==> config.mk <==
export PLATFORM = sky130hd
export DESIGN_NAME = snoop_wbq
export DESIGN_NICKNAME = d
export VERILOG_FILES = /design/src/rtl/wbq_pkg.sv /design/src/rtl/wbq_wslot.sv /design/src/rtl/wbq_rdfifo.sv /design/src/rtl/wbq_pick.sv /design/src/rtl/snoop_wbq.sv
export SDC_FILE = /design/constraint.sdc
export NUM_CORES = 1
export LEC_CHECK = 0
export CAP_MARGIN = 10
export CELL_PAD_IN_SITES_DETAIL_PLACEMENT = 0
export CELL_PAD_IN_SITES_GLOBAL_PLACEMENT = 1
export CORE_UTILIZATION = 40
export DETAILED_ROUTE_END_ITERATION = 12
export DONT_BUFFER_PORTS = 1
export GPL_ROUTABILITY_DRIVEN = 0
export GPL_TIMING_DRIVEN = 0
export PLACE_DENSITY_LB_ADDON = 0.1
export SLEW_MARGIN = 20
export SYNTH_ARGS = -nofsm -noshare
export SYNTH_HDL_FRONTEND = slang
export SYNTH_SLANG_ARGS = --single-unit
==> constraint.sdc <==
create_clock -name clk -period 20.5 [get_ports clk]
set_clock_uncertainty 0.1 [all_clocks]
set_input_delay 4.1 -clock clk [delete_from_list [all_inputs] [get_ports clk]]
set_output_delay 4.1 -clock clk [all_outputs]
set_load 0.1 [all_outputs]
==> src/rtl/wbq_pkg.sv <==
package wbq_pkg;
   typedef enum logic [1:0] {
      KIND_READ  = 2'd0,
      KIND_STORE = 2'd1,
      KIND_CAST  = 2'd2,
      KIND_PUSH  = 2'd3
   } wbq_kind_e;
endpackage

==> src/rtl/wbq_wslot.sv <==
module wbq_wslot
   import wbq_pkg::*;
#(
   parameter int ADDR_W = 27,
   parameter int DATA_W = 256
) (
   input  logic              clk,
   input  logic              rst_n,
   input  logic              load,
   input  logic [1:0]        load_kind,
   input  logic [ADDR_W-1:0] load_addr,
   input  logic [DATA_W-1:0] load_data,
   input  logic              pop,
   input  logic              snp_valid,
   input  logic [ADDR_W-1:0] snp_addr,
   output logic              valid,
   output logic              snooped,
   output logic [1:0]        kind,
   output logic [ADDR_W-1:0] addr,
   output logic [DATA_W-1:0] data
);
   logic              valid_q, snp_q;
   logic [1:0]        kind_q;
   logic [ADDR_W-1:0] addr_q;
   logic [DATA_W-1:0] data_q;
   logic              snp_match;

   // single-beat stores are never compared
   assign snp_match = snp_valid && valid_q && (kind_q != KIND_STORE) && (addr_q == snp_addr);

   always_ff @(posedge clk or negedge rst_n) begin
      if (!rst_n) begin
         valid_q <= 1'b0;
         snp_q   <= 1'b0;
      end else if (pop) begin
         valid_q <= 1'b0;
         snp_q   <= 1'b0;
      end else if (load) begin
         valid_q <= 1'b1;
         snp_q   <= 1'b0;
      end else if (snp_match) begin
         snp_q   <= 1'b1;
      end
   end

   always_ff @(posedge clk) begin
      if (load) begin
         kind_q <= load_kind;
         addr_q <= load_addr;
         data_q <= load_data;
      end
   end

   assign valid   = valid_q;
   assign snooped = snp_q;
   assign kind    = kind_q;
   assign addr    = addr_q;
   assign data    = data_q;


   load_free_chk: assert property (@(posedge clk) disable iff (!rst_n)
      load |-> !valid_q);


   store_unsnooped_chk: assert property (@(posedge clk) disable iff (!rst_n)
      (valid_q && kind_q == KIND_STORE) |-> !snp_q);
endmodule

==> src/rtl/wbq_rdfifo.sv <==
module wbq_rdfifo #(
   parameter int ADDR_W = 27,
   parameter int DEPTH  = 2
) (
   input  logic              clk,
   input  logic              rst_n,
   input  logic              push,
   input  logic [ADDR_W-1:0] push_addr,
   input  logic              pop,
   output logic [ADDR_W-1:0] head_addr,
   output logic              empty,
   output logic              full
);
   localparam int PTR_W = $clog2(DEPTH);
   localparam int CNT_W = $clog2(DEPTH + 1);

   logic [ADDR_W-1:0] mem [DEPTH];
   logic [PTR_W-1:0]  rd_ptr, wr_ptr;
   logic [CNT_W-1:0]  cnt;

   function automatic logic [PTR_W-1:0] nxt(input logic [PTR_W-1:0] p);
      return (p == PTR_W'(DEPTH - 1)) ? '0 : p + 1'b1;
   endfunction

   always_ff @(posedge clk or negedge rst_n) begin
      if (!rst_n) begin
         rd_ptr <= '0;
         wr_ptr <= '0;
         cnt    <= '0;
      end else begin
         if (push) wr_ptr <= nxt(wr_ptr);
         if (pop)  rd_ptr <= nxt(rd_ptr);
         cnt <= cnt + CNT_W'(push) - CNT_W'(pop);
      end
   end

   always_ff @(posedge clk) begin
      if (push) mem[wr_ptr] <= push_addr;
   end

   assign head_addr = mem[rd_ptr];
   assign empty     = (cnt == '0);
   assign full      = (cnt == CNT_W'(DEPTH));


   rd_ovf_chk: assert property (@(posedge clk) disable iff (!rst_n) push |-> !full);


   rd_udf_chk: assert property (@(posedge clk) disable iff (!rst_n) pop |-> !empty);
endmodule

==> src/rtl/wbq_pick.sv <==
module wbq_pick #(
   parameter int NGEN = 2
) (
   input  logic            push_v,
   input  logic [NGEN-1:0] gen_v,
   input  logic [NGEN-1:0] gen_snp,
   input  logic [NGEN-1:0] older [NGEN],
   input  logic            rd_v,
   input  logic            rd_blk,
   output logic            gnt_push,
   output logic [NGEN-1:0] gnt_gen,
   output logic            gnt_rd
);
   logic [NGEN-1:0] snp_set, cand, oldest;
   logic            beaten;

   always_comb begin
      snp_set = gen_v & gen_snp;
      cand    = (|snp_set) ? snp_set : gen_v;
      oldest  = '0;
      beaten  = 1'b0;
      for (int i = 0; i < NGEN; i++) begin
         beaten = 1'b0;
         for (int j = 0; j < NGEN; j++) begin
            if (cand[j] && older[j][i]) beaten = 1'b1;
         end
         oldest[i] = cand[i] && !beaten;
      end
      gnt_push = push_v;
      gnt_rd   = !push_v && !(|snp_set) && rd_v && !rd_blk;
      gnt_gen  = (push_v || gnt_rd) ? '0 : oldest;
   end
endmodule

==> src/rtl/snoop_wbq.sv <==
module snoop_wbq
   import wbq_pkg::*;
#(
   parameter int ADDR_W    = 27,
   parameter int WORD_W    = 32,
   parameter int WORDS     = 8,
   parameter int GEN_SLOTS = 2,
   parameter int RD_DEPTH  = 2
) (
   input  logic                      clk,
   input  logic                      rst_n,
   input  logic                      wr_valid,
   input  logic [1:0]                wr_kind,
   input  logic [ADDR_W-1:0]         wr_addr,
   input  logic [WORD_W*WORDS-1:0]   wr_data,
   output logic                      wr_full,
   input  logic                      rd_valid,
   input  logic [ADDR_W-1:0]         rd_addr,
   output logic                      rd_full,
   input  logic                      snp_valid,
   input  logic [ADDR_W-1:0]         snp_addr,
   output logic                      snp_retry,
   output logic                      bus_valid,
   input  logic                      bus_ready,
   output logic [1:0]                bus_kind,
   output logic [ADDR_W-1:0]         bus_addr,
   output logic [WORD_W*WORDS-1:0]   bus_data
);
   localparam int DATA_W = WORD_W * WORDS;
   localparam int NSLOT  = GEN_SLOTS + 1;

   if (ADDR_W < 1 || WORD_W < 1 || WORDS < 1) begin : g_bad_width
      $error("snoop_wbq: widths must be positive");
   end
   if (GEN_SLOTS < 1) begin : g_bad_gen
      $error("snoop_wbq: at least one general write entry");
   end
   if (RD_DEPTH < 2) begin : g_bad_rd
      $error("snoop_wbq: read queue depth below 2");
   end

   logic [NSLOT-1:0]     s_valid, s_snp, s_load, s_pop, s_gnt;
   logic [1:0]           s_kind [NSLOT];
   logic [ADDR_W-1:0]    s_addr [NSLOT];
   logic [DATA_W-1:0]    s_data [NSLOT];
   logic [GEN_SLOTS-1:0] gen_v, gen_snp, gen_free_oh, gnt_gen;
   logic [GEN_SLOTS-1:0] older_q [GEN_SLOTS];
   logic                 found, wr_take, gnt_push, gnt_rd, fire, rd_pop;
   logic                 rd_empty, rd_blk, snp_hit_stay;
   logic [ADDR_W-1:0]    rd_head;

   assign gen_v   = s_valid[NSLOT-1:1];
   assign gen_snp = s_snp[NSLOT-1:1];

   always_comb begin
      gen_free_oh = '0;
      found       = 1'b0;
      for (int g = 0; g < GEN_SLOTS; g++) begin
         if (!gen_v[g] && !found) begin
            gen_free_oh[g] = 1'b1;
            found          = 1'b1;
         end
      end
      case (wr_kind)
         KIND_PUSH:            wr_full = s_valid[0];
         KIND_STORE, KIND_CAST: wr_full = !found;
         default:              wr_full = 1'b1;
      endcase
      wr_take = wr_valid && !wr_full;
      s_load  = '0;
      if (wr_take) begin
         if (wr_kind == KIND_PUSH) s_load[0] = 1'b1;
         else                      s_load[NSLOT-1:1] = gen_free_oh;
      end
   end

   // arrival order among general entries: older_q[j][i] set when j came before i
   always_ff @(posedge clk or negedge rst_n) begin
      if (!rst_n) begin
         for (int j = 0; j < GEN_SLOTS; j++) older_q[j] <= '0;
      end else begin
         for (int j = 0; j < GEN_SLOTS; j++) begin
            for (int i = 0; i < GEN_SLOTS; i++) begin
               if (s_load[i+1])      older_q[j][i] <= gen_v[j];
               else if (s_load[j+1]) older_q[j][i] <= 1'b0;
            end
         end
      end
   end

   for (genvar k = 0; k < NSLOT; k++) begin : g_slot
      wbq_wslot #(.ADDR_W(ADDR_W), .DATA_W(DATA_W)) u_slot (
         .clk       (clk),
         .rst_n     (rst_n),
         .load      (s_load[k]),
         .load_kind ((k == 0) ? 2'(KIND_PUSH) : wr_kind),
         .load_addr (wr_addr),
         .load_data (wr_data),
         .pop       (s_pop[k]),
         .snp_valid (snp_valid),
         .snp_addr  (snp_addr),
         .valid     (s_valid[k]),
         .snooped   (s_snp[k]),
         .kind      (s_kind[k]),
         .addr      (s_addr[k]),
         .data      (s_data[k])
      );
   end

   wbq_rdfifo #(.ADDR_W(ADDR_W), .DEPTH(RD_DEPTH)) u_rdq (
      .clk       (clk),
      .rst_n     (rst_n),
      .push      (rd_valid && !rd_full),
      .push_addr (rd_addr),
      .pop       (rd_pop),
      .head_addr (rd_head),
      .empty     (rd_empty),
      .full      (rd_full)
   );

   always_comb begin
      rd_blk       = 1'b0;
      snp_hit_stay = 1'b0;
      for (int k = 0; k < NSLOT; k++) begin
         if (s_valid[k] && s_addr[k] == rd_head) rd_blk = 1'b1;
         if (s_valid[k] && !s_pop[k] && s_kind[k] != KIND_STORE && s_addr[k] == snp_addr)
            snp_hit_stay = 1'b1;
      end
   end

   wbq_pick #(.NGEN(GEN_SLOTS)) u_pick (
      .push_v   (s_valid[0]),
      .gen_v    (gen_v),
      .gen_snp  (gen_snp),
      .older    (older_q),
      .rd_v     (!rd_empty),
      .rd_blk   (rd_blk),
      .gnt_push (gnt_push),
      .gnt_gen  (gnt_gen),
      .gnt_rd   (gnt_rd)
   );

   assign s_gnt     = {gnt_gen, gnt_push};
   assign bus_valid = (|s_gnt) || gnt_rd;
   assign fire      = bus_valid && bus_ready;
   assign s_pop     = fire ? s_gnt : '0;
   assign rd_pop    = fire && gnt_rd;
   assign snp_retry = |(s_valid & s_snp);

   always_comb begin
      bus_kind = KIND_READ;
      bus_addr = rd_head;
      bus_data = '0;
      for (int k = 0; k < NSLOT; k++) begin
         if (s_gnt[k]) begin
            bus_kind = s_kind[k];
            bus_addr = s_addr[k];
            bus_data = s_data[k];
         end
      end
   end


   one_grant_chk: assert property (@(posedge clk) disable iff (!rst_n)
      $onehot0({gnt_rd, s_gnt}));


   push_first_chk: assert property (@(posedge clk) disable iff (!rst_n)
      s_valid[0] |-> (bus_valid && bus_kind == KIND_PUSH));


   retry_set_chk: assert property (@(posedge clk) disable iff (!rst_n)
      (snp_valid && snp_hit_stay) |=> snp_retry);


   snooped_first_chk: assert property (@(posedge clk) disable iff (!rst_n)
      (|(gen_v & gen_snp)) |-> (bus_valid && bus_kind != KIND_READ));


   rd_hazard_chk: assert property (@(posedge clk) disable iff (!rst_n)
      (bus_valid && bus_kind == KIND_READ) |-> !rd_blk);


   stall_hold_chk: assert property (@(posedge clk) disable iff (!rst_n)
      (bus_valid && !bus_ready) |=> bus_valid);
endmodule

* Word-level counts from Yosys, hierarchy flattened *
Memories as Yosys holds them, arrays and structs flattened.
Index checks and enable logic that the tools add are counted.

storage, ports and cells
  flip-flop bits (word level) = 867
  bits in writable memories = 54
  input port bits = 345
  output and inout bits = 289
  word-level logic and storage cells = 138
  memories kept = 1

operators by class
  add/subtract/negate cells = 4
  equal/unequal tests = 12
  multiplexer cells = 49
  bitwise gates (word level) = 2
  reduce and logical (&&, ||, !) cells = 49

memory list
  memory     depth  bits a word  rd ports  clocked after Yosys merged registers in  wr ports  RTL line          source
  u_rdq.mem  2      27           1         0                                        1         wbq_rdfifo.sv:17  logic [ADDR_W-1:0] mem [DEPTH];

operators by type and width
  kind                   count
  $mux W256              3
  $eq A27 B27 Y1         6
  $mux W27               3
  $mux W1                34
  $logic_and A1 B1 Y1    25
  $mux W2                6
  $logic_not A1 Y1       10
  $reduce_bool A3 Y1     3
  $reduce_bool A2 Y1     4
  $eq A2 B2 Y1 const B   3
  $mux W3                2
  $reduce_or A3 Y1       2
  $ne A2 B1 Y1 const B   2
  $reduce_or A2 Y1       2
  $and A3 B3 Y3          1
  $add A1 B1 Y1 const B  2
  $add A2 B1 Y2          1
  $and A2 B2 Y2          1
  $eq A2 B1 Y1 const B   1
  $logic_not A2 Y1       1
  $logic_or A1 B1 Y1     2
  $pmux W1 S2            1
  $sub A2 B1 Y2          1

* Depth between registers and ports, before layout *
An unclocked memory read counts as a cell.

  depth in word-level cells = 15
  mapped depth = 13
  depth with buffers taken out = 11

* Cells and area by module *
Synthesis repeated with hierarchy kept, for this count alone.

unflattened totals
  cell total of the unflattened synthesis = 2289
  area, all modules = 36003.3 um^2

by module, submodules not included
  module      times used  cells an instance  area an instance (um^2)
  wbq_wslot   3           330                8936.1
  snoop_wbq   1           1185               6857.8
  wbq_rdfifo  1           99                 2244.7
  wbq_pick    1           15                 92.6

* Worst setup path before layout *
OpenSTA, ideal clock, no wires.

  path type = input -> register
  start = input port wr_kind[0]
  end = register g_slot[1].u_slot.addr_q[0] (enable)
  arrival time = 24349 ps
  required time = 19109 ps
  slack = -5240 ps
  stages on the path = 6
  buffers on the path = 0
  cells stage by stage = inv_1 -> ha_1 -> and3_1 -> a211oi_1 -> nand2_1 -> nor3_1

between the ends
  word-level cells in the longest chain between the ends = 6
  elaborated cells on any way between the ends = 9

RTL lines
  item                                                 RTL line         source
  start: declaration                                   snoop_wbq.sv:13  input logic [1:0] wr_kind,
  $eq A2 B1 Y1 / $eq A2 B2 Y1 (equally long branches)  snoop_wbq.sv:64  case (wr_kind)
  $reduce_or A2 Y1                                     snoop_wbq.sv:64
  $pmux W1 S2                                          snoop_wbq.sv:64
  $logic_not A1 Y1                                     snoop_wbq.sv:69  wr_take = wr_valid && !wr_full;
  $logic_and A1 B1 Y1                                  snoop_wbq.sv:69
  $mux W3 *                                            snoop_wbq.sv:71  if (wr_take) begin
  via g_slot[1].u_slot.load                            wbq_wslot.sv:9   input logic load,
  end signal: assignment                               wbq_wslot.sv:49  addr_q <= load_addr;
  end: declaration                                     wbq_wslot.sv:24  logic [ADDR_W-1:0] addr_q;

Mark *: on every way through the listed nets, which the timed path passes. The rest lies on a longest branch.
A chain may end at the register's enable or synchronous reset.

* Final worst setup path *
  start = register u_rdq.rd_ptr
  end = output port bus_data[166]

between the ends
  word-level cells in the longest chain between the ends = 12
  elaborated cells on any way between the ends = 16

RTL lines
  item                      RTL line          source
  start: declaration        wbq_rdfifo.sv:18  logic [PTR_W-1:0] rd_ptr, wr_ptr;
  start signal: assignment  wbq_rdfifo.sv:32  if (pop) rd_ptr <= nxt(rd_ptr);
  $mem_v2 Z2 W27 *          -
  $eq A27 B27 Y1            snoop_wbq.sv:125  if (s_valid[k] && s_addr[k] == rd_head) rd_blk = 1'b1;
  $logic_and A1 B1 Y1       snoop_wbq.sv:125
  $mux W1 (2 in a row)      snoop_wbq.sv:125
  $mux W1 *                 snoop_wbq.sv:125
  $logic_not A1 Y1 *        wbq_pick.sv:30    gnt_rd = !push_v && !(|snp_set) && rd_v && !rd_blk;
  $logic_and A1 B1 Y1 *     wbq_pick.sv:30
  $logic_or A1 B1 Y1 *      wbq_pick.sv:31    gnt_gen = (push_v || gnt_rd) ? '0 : oldest;
  $mux W2 *                 wbq_pick.sv:31
  $mux W256                 snoop_wbq.sv:155  if (s_gnt[k]) begin
  $mux W256 *               snoop_wbq.sv:155
  end: declaration          snoop_wbq.sv:27   output logic [WORD_W*WORDS-1:0] bus_data

Every way passes the cells marked *; elsewhere a longest branch is shown, timed or not.

==> results.md <==
* TNS Setup at 0 ns
* Fin. max-slew vios at 0
* Post-CTS sizing at 0
* Min-Delay Path Class: flop to flop
* Max Root-Sink Buffers at 3
* Initial DRC count at about 1500
* Area Growth Syn to Fin at 24.9%
* Post-CTS setup repair buffer count at 0
* Routed WL per cell at 29.1 um
* Max Clk Rate at just over 0.1 GHz
* CTS Buf Count at 98
* Total congestion overflow at 0
* Tcrit/Tclk final at between 40 and 50%
* Row cnt at around 110
* Net Count, Synth at between 2000 and 3000
* Core Area at between 80000 and 90000 um2
* Initial antenna violation count at 5
* Pre-Repair DR Iteration Count at 5
* Unique masters post-synth at 39
* Routed via count at between 20000 and 25000
* Largest net degree at the start of global routing at 47
* Kind of end point of the critical path: primary output
* Setup CP Type: flop to primary output
* Clk sinks at 921
* Register area share after synthesis at between 70% and 80%
* Worst EP arrival at about 5.6 ns
* Status: complete, no violations
* Compound-gate portion of the synthesized area at between 10% and 20%
* Worst-Margin Slew at 1.20 ns
* Detail Route Antenna Nets at 0
* Starting Density at 40.6%
* Die height at between 200 and 300 um
* Vias in the first global route at approximately 21000
* Vias per cell at about 5.6
* Clock latency on the worst-skew pair at 0.67 ns
* Max-Cap Viols at 0
* Adder-Cell Fraction of Synth Area at 0.141%
* Synthesis Warnings at 0
* Tmin final at 9.82 ns
* Crit start category: flop
* DRC at 0
* # diodes at 0
* Share of post-route cells with drive strength above 1 at about 23%
* HPWL after detailed placement at between 70000 and 80000 um
* I/O pin total at between 600 and 700
* Synthesized flop and latch total at ~920
* GR Util All Layers at between 20% and 30%
* Clock slew at reported path FFs at around 0.06 ns
* Total Routed Length at roughly 110000 um
* Mapped Area at 35400 um2
* Die W at ~300 um
* Post-Place Cells at 3479
* Largest area contributor in the netlist: edfxtp_1
* RSZ-0062 raised after global routing: no
* Synth Area per Inst at around 16 um2
* Global-route wire length before repair at 151000 um
* Post-synth top area share at between 70 and 80%
* Crit path max fanout at 10
* CTS Root Cell: clkbuf_16
* Die area at approximately 90000 um2
* Nets at about 2800
* Setup-failing EPs final at 0
* WP data required at approximately 16 ns
* Port Buffers at 0
* Mux contribution to synthesized area at 0.894%
* Max-Slew Margin vs Limit at 20.0%
* Ranking of synthesized cells by area: edfxtp_1, a22oi_1, a21oi_1
* Xor and xnor area share after synthesis at around 3.4%
* Synth Area in Simple Gates at around 5.3%
* Mapped Cells at around 2300
* Fin cells at roughly 3700
* # H-tree levels at 3
* Largest family of logic cells by synthesized area: compound AO/OA/AOI/OAI gates
* Hold-fix buffers at CTS at 0
* Hold Vio Cnt, Final at 0
* CTS tree: done
==> flip-flops by register name, summed over array words and instances (netlist names) <==
signal	flops
g_slot.u_slot.addr	81
g_slot.u_slot.valid	3
u_rdq.cnt	2
g_slot.u_slot.snooped	3
u_rdq.wr_ptr	1
u_rdq.mem	54
g_slot.u_slot.kind	4
u_rdq.rd_ptr	1
older_q	4
g_slot.u_slot.data	768
==> metal layers <==
layer / share of wire, % / routed length [um] / vias to the layer above / global-route usage (%)
li1: - / - / 9054 / -
met1: 37 / 39300 / 10400 / 27.3
met2: 50 / 53100 / 725 / 39.4
met3: 10 / 10800 / 163 / 9.31
met4: 3.1 / 3270 / 8 / 7.91
met5: 0.054 / 58 / - / 0
==> critical path: stages (launching register included) <==
cell,delay (ns)
dfrtp_1,0.35
buf_6,0.20
buf_6,0.22
mux2i_1,0.65
xor2_1,0.17
nand4_1,0.14
nor2_1,0.07
a31oi_1,0.49
a21o_1,0.39
clkbuf_1,0.78
clkbuf_1,0.49
nor2_1,0.10
a21oi_2,0.87
==> area by class of cell <==
| cell class | count | area (um2) |
|---|---|---|
| sequential | 921 | 27600 |
| multi-input combinational | 1202 | 10300 |
| timing repair buffer | 57 | 1000 |
| clock inverter | 61 | 557 |
| clock buffer | 120 | 2600 |
| inverter | 10 | 37.5 |
| buffer | 137 | 643 |
| fill | 7226 | 42900 |
| tap | 1155 | 1450 |
==> logic make-up after synthesis <==
family                     count (synthesis)
DFF                                      921
adders and majority gates                  4
and+or+nand+nor                          439
AOI/OAI and AO/OA                        593
xor gates and xnor gates                 139
buffers and inverters                    147
muxes                                     27
==> cell usage after synthesis <==
master     number
mux2i_1        17
nand4_1        22
mux2i_2         9
a21oi_4         1
buf_6           7
ha_1            4
clkbuf_1       86
nand4_2         1
and3_1          3
buf_2          41
inv_1          10
nand3_1         1
a22oi_1       256
o2111ai_1       2
xor2_1         69
a222oi_1        1
dfrtp_1        14
a31oi_1        31
edfxtp_1      907
buf_4           2
nand2b_1       30
o21ai_0        30
nor4_1         14
and2_1          2
nor4_2          1
a211oi_1        4
or4_1           1
nor2_1        296
a41oi_1         3
o22ai_1         1
a21o_1          1
nor2b_1         2
nand2_1        61
a21oi_1       262
buf_1           1
nor3_1          5
a221o_1         1
mux2i_4         1
xnor2_1        70
==> cells in the final DEF (no fill, tap or decap), drive strengths merged, types with 15 or more instances in the layout <==
cell,n
o21ai,30
nor4,15
buf,108
edfxtp,907
xnor2,70
nand2b,30
nand4,23
mux2i,27
nor2,296
a31oi,31
nand2,61
a22oi,256
a21oi,263
clkbuf,206
xor2,69
clkinv,46
==> stage by stage <==
step,hold WS (ns),worst slack [ns],utilization [%],instance area (um2)
final,0.403,10.68,50.7,44200
after global routing,0.433,10.33,50.7,44200
after CTS,0.405,10.49,50.5,44000
after detailed placement,0.386,10.86,46.9,40900
after global placement,0.380,-7.47,42.3,36800
after floorplan,0.355,2.71,-,35400
==> path summary, 6_finish.rpt <==
check / startpoint / end / slack (ns) / cells after the start
max in group asynchronous: rst_n / older_q[2] / 17.20 / 0
min reg2reg: older_q[1] / older_q[1] / 0.40 / 1
max reg2reg: g_slot[0].u_slot.valid / g_slot[2].u_slot.data[107] / 16.53 / 8
min in group asynchronous: rst_n / u_rdq.cnt[0] / 3.02 / 0
max: u_rdq.rd_ptr / bus_data[166] / 10.68 / 12
min: older_q[1] / older_q[1] / 0.40 / 1
Power is not shown: default switching activity piles up to over one toggle a cycle in this logic, so the estimate is an artifact.
